<file path="src/rtl/ctmr_pkg.sv">
package ctmr_pkg;
  localparam int ADDR_W = 3;
  localparam logic [ADDR_W-1:0] A_PRE_HI = 3'd0;
  localparam logic [ADDR_W-1:0] A_PRE_LO = 3'd1;
  localparam logic [ADDR_W-1:0] A_MODE   = 3'd2;
  localparam logic [ADDR_W-1:0] A_CNT_HI = 3'd3;
  localparam logic [ADDR_W-1:0] A_CNT_LO = 3'd4;
  localparam logic [ADDR_W-1:0] A_START  = 3'd5;
  localparam logic [ADDR_W-1:0] A_STOP   = 3'd6;
  localparam logic [ADDR_W-1:0] A_STAT   = 3'd7;

  typedef struct packed {
    logic start;
    logic stop;
    logic mode_wr;
  } ctmr_strb_t;
endpackage

</file>
<file path="src/rtl/ctmr_regs.sv">
module ctmr_regs
  import ctmr_pkg::*;
#(
  parameter int DW = 8
) (
  input  logic              clk,
  input  logic              rst,
  input  logic [ADDR_W-1:0] addr,
  input  logic              wr,
  input  logic              rd,
  input  logic [DW-1:0]     wdata,
  output logic [DW-1:0]     pre_hi,
  output logic [DW-1:0]     pre_lo,
  output logic              mode_timer,
  output ctmr_strb_t        strb
);
  always_comb begin
    strb.start   = rd && (addr == A_START);
    strb.stop    = rd && (addr == A_STOP);
    strb.mode_wr = wr && (addr == A_MODE);
  end

  always_ff @(posedge clk) begin
    if (rst) begin
      pre_hi     <= '0;
      pre_lo     <= '0;
      mode_timer <= 1'b0;
    end else if (wr) begin
      if (addr == A_PRE_HI) pre_hi <= wdata;
      if (addr == A_PRE_LO) pre_lo <= wdata;
      if (addr == A_MODE)   mode_timer <= wdata[0];
    end
  end


  mode_wr_chk: assert property (@(posedge clk) disable iff (rst)
    (wr && addr == A_MODE) |=> mode_timer == $past(wdata[0]));
endmodule

</file>
<file path="src/rtl/ctmr_core.sv">
module ctmr_core
  import ctmr_pkg::*;
#(
  parameter int DW         = 8,
  parameter int MIN_PRESET = 2,
  localparam int CW        = 2 * DW
) (
  input  logic          clk,
  input  logic          rst,
  input  logic [DW-1:0] pre_hi,
  input  logic [DW-1:0] pre_lo,
  input  logic          mode_timer,
  input  ctmr_strb_t    strb,
  output logic [CW-1:0] cnt,
  output logic          run,
  output logic          rdy,
  output logic          wave
);
  logic [CW-1:0] raw_pre, eff_pre;
  logic          tick;

  always_comb begin
    raw_pre = {pre_hi, pre_lo};
    eff_pre = (raw_pre < CW'(MIN_PRESET)) ? CW'(MIN_PRESET) : raw_pre;
    tick    = mode_timer ? 1'b1 : (run && !strb.stop);
  end

  always_ff @(posedge clk) begin
    if (rst) begin
      cnt  <= '0;
      run  <= 1'b0;
      rdy  <= 1'b0;
      wave <= 1'b0;
    end else if (strb.mode_wr) begin
      cnt  <= eff_pre;
      run  <= 1'b0;
      rdy  <= 1'b0;
      wave <= 1'b0;
    end else begin
      if (strb.start) begin
        cnt <= eff_pre;
        run <= 1'b1;
      end else if (tick) begin
        if (mode_timer) begin
          if (cnt <= CW'(1)) begin
            cnt  <= eff_pre;
            wave <= ~wave;
            if (!strb.stop) rdy <= 1'b1;
          end else begin
            cnt <= cnt - 1'b1;
          end
        end else begin
          cnt <= cnt - 1'b1;
          if (cnt == '0 && !strb.stop) rdy <= 1'b1;
        end
      end
      if (strb.stop) begin
        rdy <= 1'b0;
        if (!mode_timer) run <= 1'b0;
      end
    end
  end


  stop_clears_chk: assert property (@(posedge clk) disable iff (rst)
    strb.stop |=> !rdy);

  stop_hold_chk: assert property (@(posedge clk) disable iff (rst)
    (strb.stop && !mode_timer && !strb.mode_wr) |=> $stable(cnt));

  timer_floor_chk: assert property (@(posedge clk) disable iff (rst)
    mode_timer |-> cnt != '0);

  wave_quiet_chk: assert property (@(posedge clk) disable iff (rst)
    (!mode_timer && !strb.mode_wr) |=> $stable(wave));

  start_load_chk: assert property (@(posedge clk) disable iff (rst)
    (strb.start && !strb.mode_wr) |=> cnt >= CW'(MIN_PRESET));
endmodule

</file>
<file path="src/rtl/ctmr_readback.sv">
module ctmr_readback
  import ctmr_pkg::*;
#(
  parameter int DW = 8,
  localparam int CW = 2 * DW
) (
  input  logic              clk,
  input  logic              rst,
  input  logic              rd,
  input  logic [ADDR_W-1:0] addr,
  input  logic [DW-1:0]     pre_hi,
  input  logic [DW-1:0]     pre_lo,
  input  logic              mode_timer,
  input  logic [CW-1:0]     cnt,
  input  logic              run,
  input  logic              rdy,
  input  logic              wave,
  output logic [DW-1:0]     rdata
);
  logic [DW-1:0] lo_snap;

  always_ff @(posedge clk) begin
    if (rst) begin
      rdata   <= '0;
      lo_snap <= '0;
    end else if (rd) begin
      unique case (addr)
        A_PRE_HI: rdata <= pre_hi;
        A_PRE_LO: rdata <= pre_lo;
        A_MODE:   rdata <= DW'(mode_timer);
        A_CNT_HI: begin
          rdata   <= cnt[CW-1:DW];
          lo_snap <= cnt[DW-1:0];
        end
        A_CNT_LO: rdata <= lo_snap;
        A_STAT:   rdata <= DW'({wave, run, rdy});
        default:  rdata <= '0;
      endcase
    end
  end


  hi_read_chk: assert property (@(posedge clk) disable iff (rst)
    (rd && addr == A_CNT_HI) |=> rdata == $past(cnt[CW-1:DW]));

  snap_chk: assert property (@(posedge clk) disable iff (rst)
    (rd && addr == A_CNT_HI) |=> lo_snap == $past(cnt[DW-1:0]));

  idle_rdata_chk: assert property (@(posedge clk) disable iff (rst)
    !rd |=> $stable(rdata));
endmodule

</file>
<file path="src/rtl/ctmr_top.sv">
module ctmr_top
  import ctmr_pkg::*;
#(
  parameter int DW         = 8,
  parameter int MIN_PRESET = 2,
  localparam int CW        = 2 * DW
) (
  input  logic              clk,
  input  logic              rst,
  input  logic [ADDR_W-1:0] bus_addr,
  input  logic              bus_wr,
  input  logic              bus_rd,
  input  logic [DW-1:0]     bus_wdata,
  output logic [DW-1:0]     bus_rdata,
  output logic              wave_out,
  output logic              ready_irq
);
  logic [DW-1:0] pre_hi, pre_lo;
  logic          mode_timer, run, rdy, wave;
  logic [CW-1:0] cnt;
  ctmr_strb_t    strb;

  ctmr_regs #(.DW(DW)) u_regs (
    .clk(clk), .rst(rst), .addr(bus_addr), .wr(bus_wr), .rd(bus_rd),
    .wdata(bus_wdata), .pre_hi(pre_hi), .pre_lo(pre_lo),
    .mode_timer(mode_timer), .strb(strb)
  );

  ctmr_core #(.DW(DW), .MIN_PRESET(MIN_PRESET)) u_core (
    .clk(clk), .rst(rst), .pre_hi(pre_hi), .pre_lo(pre_lo),
    .mode_timer(mode_timer), .strb(strb), .cnt(cnt), .run(run),
    .rdy(rdy), .wave(wave)
  );

  ctmr_readback #(.DW(DW)) u_rb (
    .clk(clk), .rst(rst), .rd(bus_rd), .addr(bus_addr), .pre_hi(pre_hi),
    .pre_lo(pre_lo), .mode_timer(mode_timer), .cnt(cnt), .run(run),
    .rdy(rdy), .wave(wave), .rdata(bus_rdata)
  );

  assign wave_out  = wave;
  assign ready_irq = rdy;
endmodule

</file>
<file path="config.mk">
export PLATFORM = sky130hd
export DESIGN_NAME = ctmr_top
export DESIGN_NICKNAME = d
export VERILOG_FILES = /design/src/rtl/ctmr_pkg.sv /design/src/rtl/ctmr_regs.sv /design/src/rtl/ctmr_core.sv /design/src/rtl/ctmr_readback.sv /design/src/rtl/ctmr_top.sv
export SDC_FILE = /design/constraint.sdc
export NUM_CORES = 1
export LEC_CHECK = 0
export BUFFER_PORTS_ARGS = -buffer_cell sky130_fd_sc_hd__buf_2
export CORE_ASPECT_RATIO = 0.8
export CORE_MARGIN = 2
export CORE_UTILIZATION = 64
export DETAILED_ROUTE_END_ITERATION = 10
export HOLD_SLACK_MARGIN = 0.06
export PLACE_DENSITY = 0.92
export SKIP_LAST_GASP = 1
export SYNTH_ARGS = -nofsm -noshare
export SYNTH_HDL_FRONTEND = slang
export SYNTH_SLANG_ARGS = --single-unit
export TNS_END_PERCENT = 1
</file>
<file path="constraint.sdc">
create_clock -name clk -period 3 [get_ports clk]
set_input_delay 0 -clock clk [delete_from_list [all_inputs] [get_ports clk]]
set_output_delay 0 -clock clk [all_outputs]
set_load 0.01 [all_outputs]
</file>
Yosys cells after proc, flatten, opt, wreduce, memory -nomap -nowiden
Index checks and enable logic that the tools add are counted.
{"block": "op_classes", "n_reduce_logical": 18, "add_sub_neg": 1, "muxes": 14, "magnitude_cmp": 2, "eq_ne": 8, "bitwise_logic": 2}
{"op": "16-bit two-way mux", "n": 6}
{"op": "8-bit one-hot mux with 6 select lines", "n": 1}
{"op": "16-bit by 1-bit less-or-equal comparator with 1-bit output (second input constant)", "n": 1}
{"op": "16-bit zero test", "n": 1}
{"op": "16-bit by 2-bit < comparator with 1-bit output (second input constant)", "n": 1}
{"op": "16-bit by 1-bit subtractor with 16-bit output (second input constant)", "n": 1}
{"op": "3-bit equality test (second input constant)", "n": 4}
{"op": "2-bit AND reduction", "n": 4}
{"op": "4-bit AND reduction", "n": 2}
{"op": "1-bit two-way mux", "n": 7}
{"op": "3-bit by 2-bit equality test with 1-bit output (second input constant)", "n": 2}
{"op": "1-bit logical AND", "n": 5}
{"op": "3-bit by 1-bit equality test with 1-bit output (second input constant)", "n": 1}
{"op": "3-bit zero test", "n": 1}
{"op": "3-bit nonzero test", "n": 1}
{"op": "3-bit OR reduction", "n": 1}
{"op": "2-bit by 1-bit inequality test with 1-bit output (second input constant)", "n": 1}
{"op": "1-bit inverter", "n": 2}
{"op": "2-bit nonzero test", "n": 1}
{"op": "2-bit OR reduction", "n": 1}
{"op": "1-bit zero test", "n": 1}
{"block": "word_totals", "reg_bits": 52, "input_bits": 15, "wordCells": 54}

Depth between registers and ports, before layout
{"block": "depth", "ltp_word": 8, "depth_mapped": 9, "depth_no_buf": 7}

Hierarchy
Synthesis repeated with hierarchy kept, for this count alone.
{"block": "hier_totals", "hier_cells": 336, "area_unflattened_um2": 2885.3}
{"mod": "ctmr_core", "instances": 1, "cells_per_inst": 155, "area_per_inst_um2": 1231.2}
{"mod": "ctmr_readback", "instances": 1, "cells_per_inst": 110, "area_per_inst_um2": 882.1}
{"mod": "ctmr_regs", "instances": 1, "cells_per_inst": 71, "area_per_inst_um2": 772.0}

Worst setup path after synthesis
No wires, ideal clock.
{"block": "synth_path", "kind": "reg-to-reg", "from": "register u_core.cnt[0]", "to": "register u_core.cnt[8]", "path_stages_with_launch": 9, "slack_ps": 1061, "required_ps": 2926, "t_arrival_ps": 1865, "path_cell_list": "dfxtp_1 -> inv_1 -> ha_1 -> o21ai_1 -> or3_1 -> o21ai_1 -> buf_2 -> or4_1 -> a31oi_1"}
{"block": "synth_via", "elab_chain_len": 6}
{"item": "start: declaration", "line_no": "ctmr_core.sv:14", "text": "output logic [CW-1:0] cnt,"}
{"item": "start signal: assignment", "line_no": "ctmr_core.sv:35", "text": "cnt <= eff_pre;"}
{"item": "start signal: assignment", "line_no": "ctmr_core.sv:41", "text": "cnt <= eff_pre;"}
{"item": "start signal: assignment", "line_no": "ctmr_core.sv:46", "text": "cnt <= eff_pre;"}
{"item": "16-bit by 1-bit subtractor with 16-bit output / 16-bit by 1-bit less-or-equal comparator with 1-bit output (equally long branches)", "line_no": "ctmr_core.sv:50, ctmr_core.sv:53, ctmr_core.sv:45"}
{"item": "16-bit two-way mux", "line_no": "ctmr_core.sv:45", "text": "if (cnt <= CW'(1)) begin"}
{"item": "16-bit two-way mux *", "line_no": "ctmr_core.sv:44", "text": "if (mode_timer) begin"}
{"item": "16-bit two-way mux *", "line_no": "ctmr_core.sv:43", "text": "end else if (tick) begin"}
{"item": "16-bit two-way mux *", "line_no": "ctmr_core.sv:40", "text": "if (strb.start) begin"}
{"item": "16-bit two-way mux *", "line_no": "ctmr_core.sv:34", "text": "end else if (strb.mode_wr) begin"}
Mark *: on every way between the ends. The rest lies on a longest branch, timed or not. The select of a mux whose other input is x is not followed.
A chain may end at the register's enable or synchronous reset.

Worst setup path in the final report
{"block": "layout_path", "from": "register u_core.cnt[0]", "to": "register u_core.cnt[15]"}
Same word-level chain as after synthesis.

==> flow_summary.json <==
{
  "synthCells": 337,
  "pwr-share-clk_pct": 23.0,
  "worst-endpoint-arrival_ns": 2.68,
  "ys_seq_area_share_pct": 36.48,
  "synth_top_area_share_pct": 36.48,
  "power.density_cell_area_nw_per_um2": 553.5,
  "n_antenna_cell": 0,
  "synth_ff_type": "dfxtp_1",
  "drv_cap": 0,
  "multi_input_area_sq_um": 1630,
  "finalCriticalPeriod_ns": 2.486,
  "route.detailed.drc": 0,
  "synth.distinct_cells": 60,
  "root_buffer": "clkbuf_8",
  "netlist.top_cell.by_area": "dfxtp_1",
  "wl_mm": 7.761,
  "syn-num-nets": 354,
  "max_freq_mhz": 402.3,
  "hpwlAfterDp_mm": 5.401,
  "synth_seq_cells": 52,
  "end_kind": "flop",
  "switchingPower_mw": 0.6048,
  "place_congestion": 0.9952,
  "dieArea_sq_um": 5013,
  "finalClockSkew_ns": 0.007333,
  "clock_path_buffers": 2,
  "drive_gt1_share_pct": 16.76,
  "drt-initial-drc-count": 376,
  "p_int_mw": 1.112,
  "clock-sinks": 52,
  "period_share_pct": 82.86,
  "tightest_slew_ns": 0.9351,
  "first_pass_iters": 5,
  "grt_overflow": 0,
  "finalNetCount": 374,
  "core-area_sq_um": 4230,
  "fp-row-count": 21,
  "setup_viol": 0,
  "p_sw_share_pct": 35.23,
  "synthArstFlopShare_pct": 0,
  "start_kind": "flop",
  "post_cts_buffers": 0,
  "hp-class": "input port to flop",
  "cts_buffers": 5,
  "synth-edff-count": 0,
  "finish.utilization_pct": 73.32,
  "io_buffer_count": 24,
  "power_frac_seq_pct": 46.5,
  "die_height_um": 63.73,
  "grt_pass1_wl_mm": 12.81,
  "p_comb_share_pct": 30.5,
  "ir_drop_mv": 0.3419,
  "wire_per_inst_um": 18.70,
  "viasPerCell": 6.725,
  "pin_count": 25,
  "required_ns": 3.20,
  "syn_area_sq_um": 2854,
  "syn_to_final_growth_pct": 8.680,
  "start_util_pct": 67.47,
  "worst-path-max-fanout": 8,
  "leakage_nw": 1.110,
  "relSlewSlack_pct": 37.66,
  "setup_tns_ns": 0,
  "slew_viol_final": 0,
  "antenna_found_initial": 0,
  "worstSkewPairLatency_ns": 0.30,
  "fillers": 327,
  "num_vias": 2791,
  "seqCellArea_sq_um": 1041,
  "grt_max_degree": 30,
  "cts_tree": "done",
  "die_w_um": 78.66,
  "outcome": "complete, no violations",
  "synthTopCellsByArea": "dfxtp_1 36%, nand2_1 6.4%, a21oi_1 4.7%",
  "path_class": "flop to flop",
  "grt_pass1_vias": 2511,
  "postSynthAreaPerCell_sq_um": 8.469,
  "yosysWarnings": 0,
  "clkTransAtPathRegs_ns": 0.09,
  "grt_util_all_layers_pct": 32.58,
  "rsz0062_at_grt": "false",
  "postRouteAntennaNets": 0,
  "htreeDepth": 2,
  "final-hold-violation-count": 0
}
[state kept, by name (all words and copies together), names as in the netlist]
signal	count
u_core.rdy	1
u_rb.rdata	8
u_regs.mode_timer	1
u_regs.pre_hi	8
u_rb.lo_snap	8
u_regs.pre_lo	8
u_core.run	1
u_core.cnt	16
u_core.wave	1
[worst max-delay path: stages, from the launching register on]
cell and delay [ns]:
dfxtp_1 0.39, inv_1 0.09, ha_1 0.24, o21ai_1 0.13, or3_1 0.35, o21ai_1 0.42, buf_4 0.24, buf_4 0.16
a21oi_1 0.08, o32ai_1 0.28
[logic make-up after synthesis]
| family | share of synthesized area (%) |
|---|---|
| xor+xnor | 0.9208 |
| compound gates | 21.44 |
| fa+ha+maj | 0.8767 |
| flops | 36.48 |
| simple gates | 25.60 |
| mux | 8.286 |
| buf+inv | 6.400 |
[per-stage QoR]
step	power (mW)	area, sq um	setup slack [ns]	cells	hold slack (ns)
floorplan	1.197	2854	1.061	337	0.1360
global placement	1.292	2934	0.8116	399	0.2534
detailed placement	1.309	2934	0.6185	399	0.2616
CTS	1.702	3102	0.5773	415	0.1284
global route	1.796	3102	0.3441	415	0.1597
finish	1.717	3102	0.5142	415	0.1538
[timing repair]
item                                   4_1_cts  5_1_grt
endpoints found under the hold margin       17        0
gates resized for setup                      0        0
hold buffers                                 8        0
[final cells by class]
class | instances | share of cell area [%]
Multi-Input combinational cell | 253 | 52.56
Sequential cell | 52 | 33.56
Timing Repair Buffer | 38 | 7.906
Tap cell | 57 | 2.299
Clock buffer | 5 | 2.219
Inverter | 7 | 0.8471
Clock inverter | 3 | 0.6051
[power groups by stage]
stage | sequential, mW | combinational, mW | clock [mW]
3_3_place_gp | 0.808 | 0.484 | 0
3_5_place_dp | 0.812 | 0.497 | 0
2_1_floorplan | 0.788 | 0.409 | 0
6_report | 0.799 | 0.524 | 0.394
4_1_cts | 0.796 | 0.508 | 0.398
5_1_grt | 0.804 | 0.563 | 0.428
[synth_stat cells, types with 2 or more instances]
| cell | count |
|---|---|
| nor2_1 | 26 |
| nand4b_1 | 2 |
| a22oi_1 | 13 |
| or3_1 | 3 |
| mux2_2 | 11 |
| o21a_1 | 4 |
| clkbuf_1 | 12 |
| a32oi_1 | 2 |
| nor2b_1 | 3 |
| mux2i_1 | 9 |
| or4_4 | 2 |
| buf_1 | 2 |
| a21o_1 | 2 |
| a2111oi_4 | 2 |
| o311ai_1 | 2 |
| and2_1 | 2 |
| ha_1 | 2 |
| a31oi_1 | 7 |
| buf_6 | 6 |
| nand2b_1 | 2 |
| xnor2_1 | 2 |
| o21ai_0 | 3 |
| a21oi_1 | 27 |
| nor3b_1 | 5 |
| and3_1 | 4 |
| nand4_1 | 4 |
| nand2_1 | 49 |
| dfxtp_1 | 52 |
| o32ai_1 | 2 |
| nand3_1 | 10 |
| inv_1 | 6 |
| o21ai_1 | 7 |
| o311ai_0 | 2 |
| a211oi_1 | 7 |
| nor3_1 | 10 |
| buf_2 | 2 |
| nor4_1 | 6 |
| or4_1 | 3 |
[per-layer routing]
metal,vias up,global-route usage (%),share of wire (%)
met5,-,0,0
met4,0,11.40,2.6
met3,22,4.802,9.6
met2,173,50.11,45
li1,1279,-,-
met1,1317,46.85,43
[final timing paths]
kind | from | to | slack [ns] | cells after the start
worst max-delay path | u_core.cnt[0] | u_core.cnt[15] | 0.51 | 9
worst min-delay path | bus_addr[0] | u_core.run | 0.15 | 3
worst max register to register | u_core.cnt[0] | u_core.cnt[15] | 0.51 | 9
worst min register to register | u_rb.lo_snap[4] | u_rb.lo_snap[4] | 0.47 | 2
[placed cells by master, fill, tap and decap left out, drive strengths merged, types with 8 or more instances in the layout]
| cell | netlist | final |
|---|---|---|
| a21oi | 28 | 28 |
| a22oi | 13 | 13 |
| buf | 11 | 30 |
| dfxtp | 52 | 52 |
| dlygate4sd3 | 0 | 8 |
| mux2 | 11 | 11 |
| mux2i | 9 | 9 |
| nand2 | 50 | 50 |
| nand3 | 10 | 10 |
| nor2 | 27 | 27 |
| nor3 | 10 | 10 |
| nor4 | 8 | 8 |
| o21ai | 10 | 10 |
(Power assumes the default switching activity.)
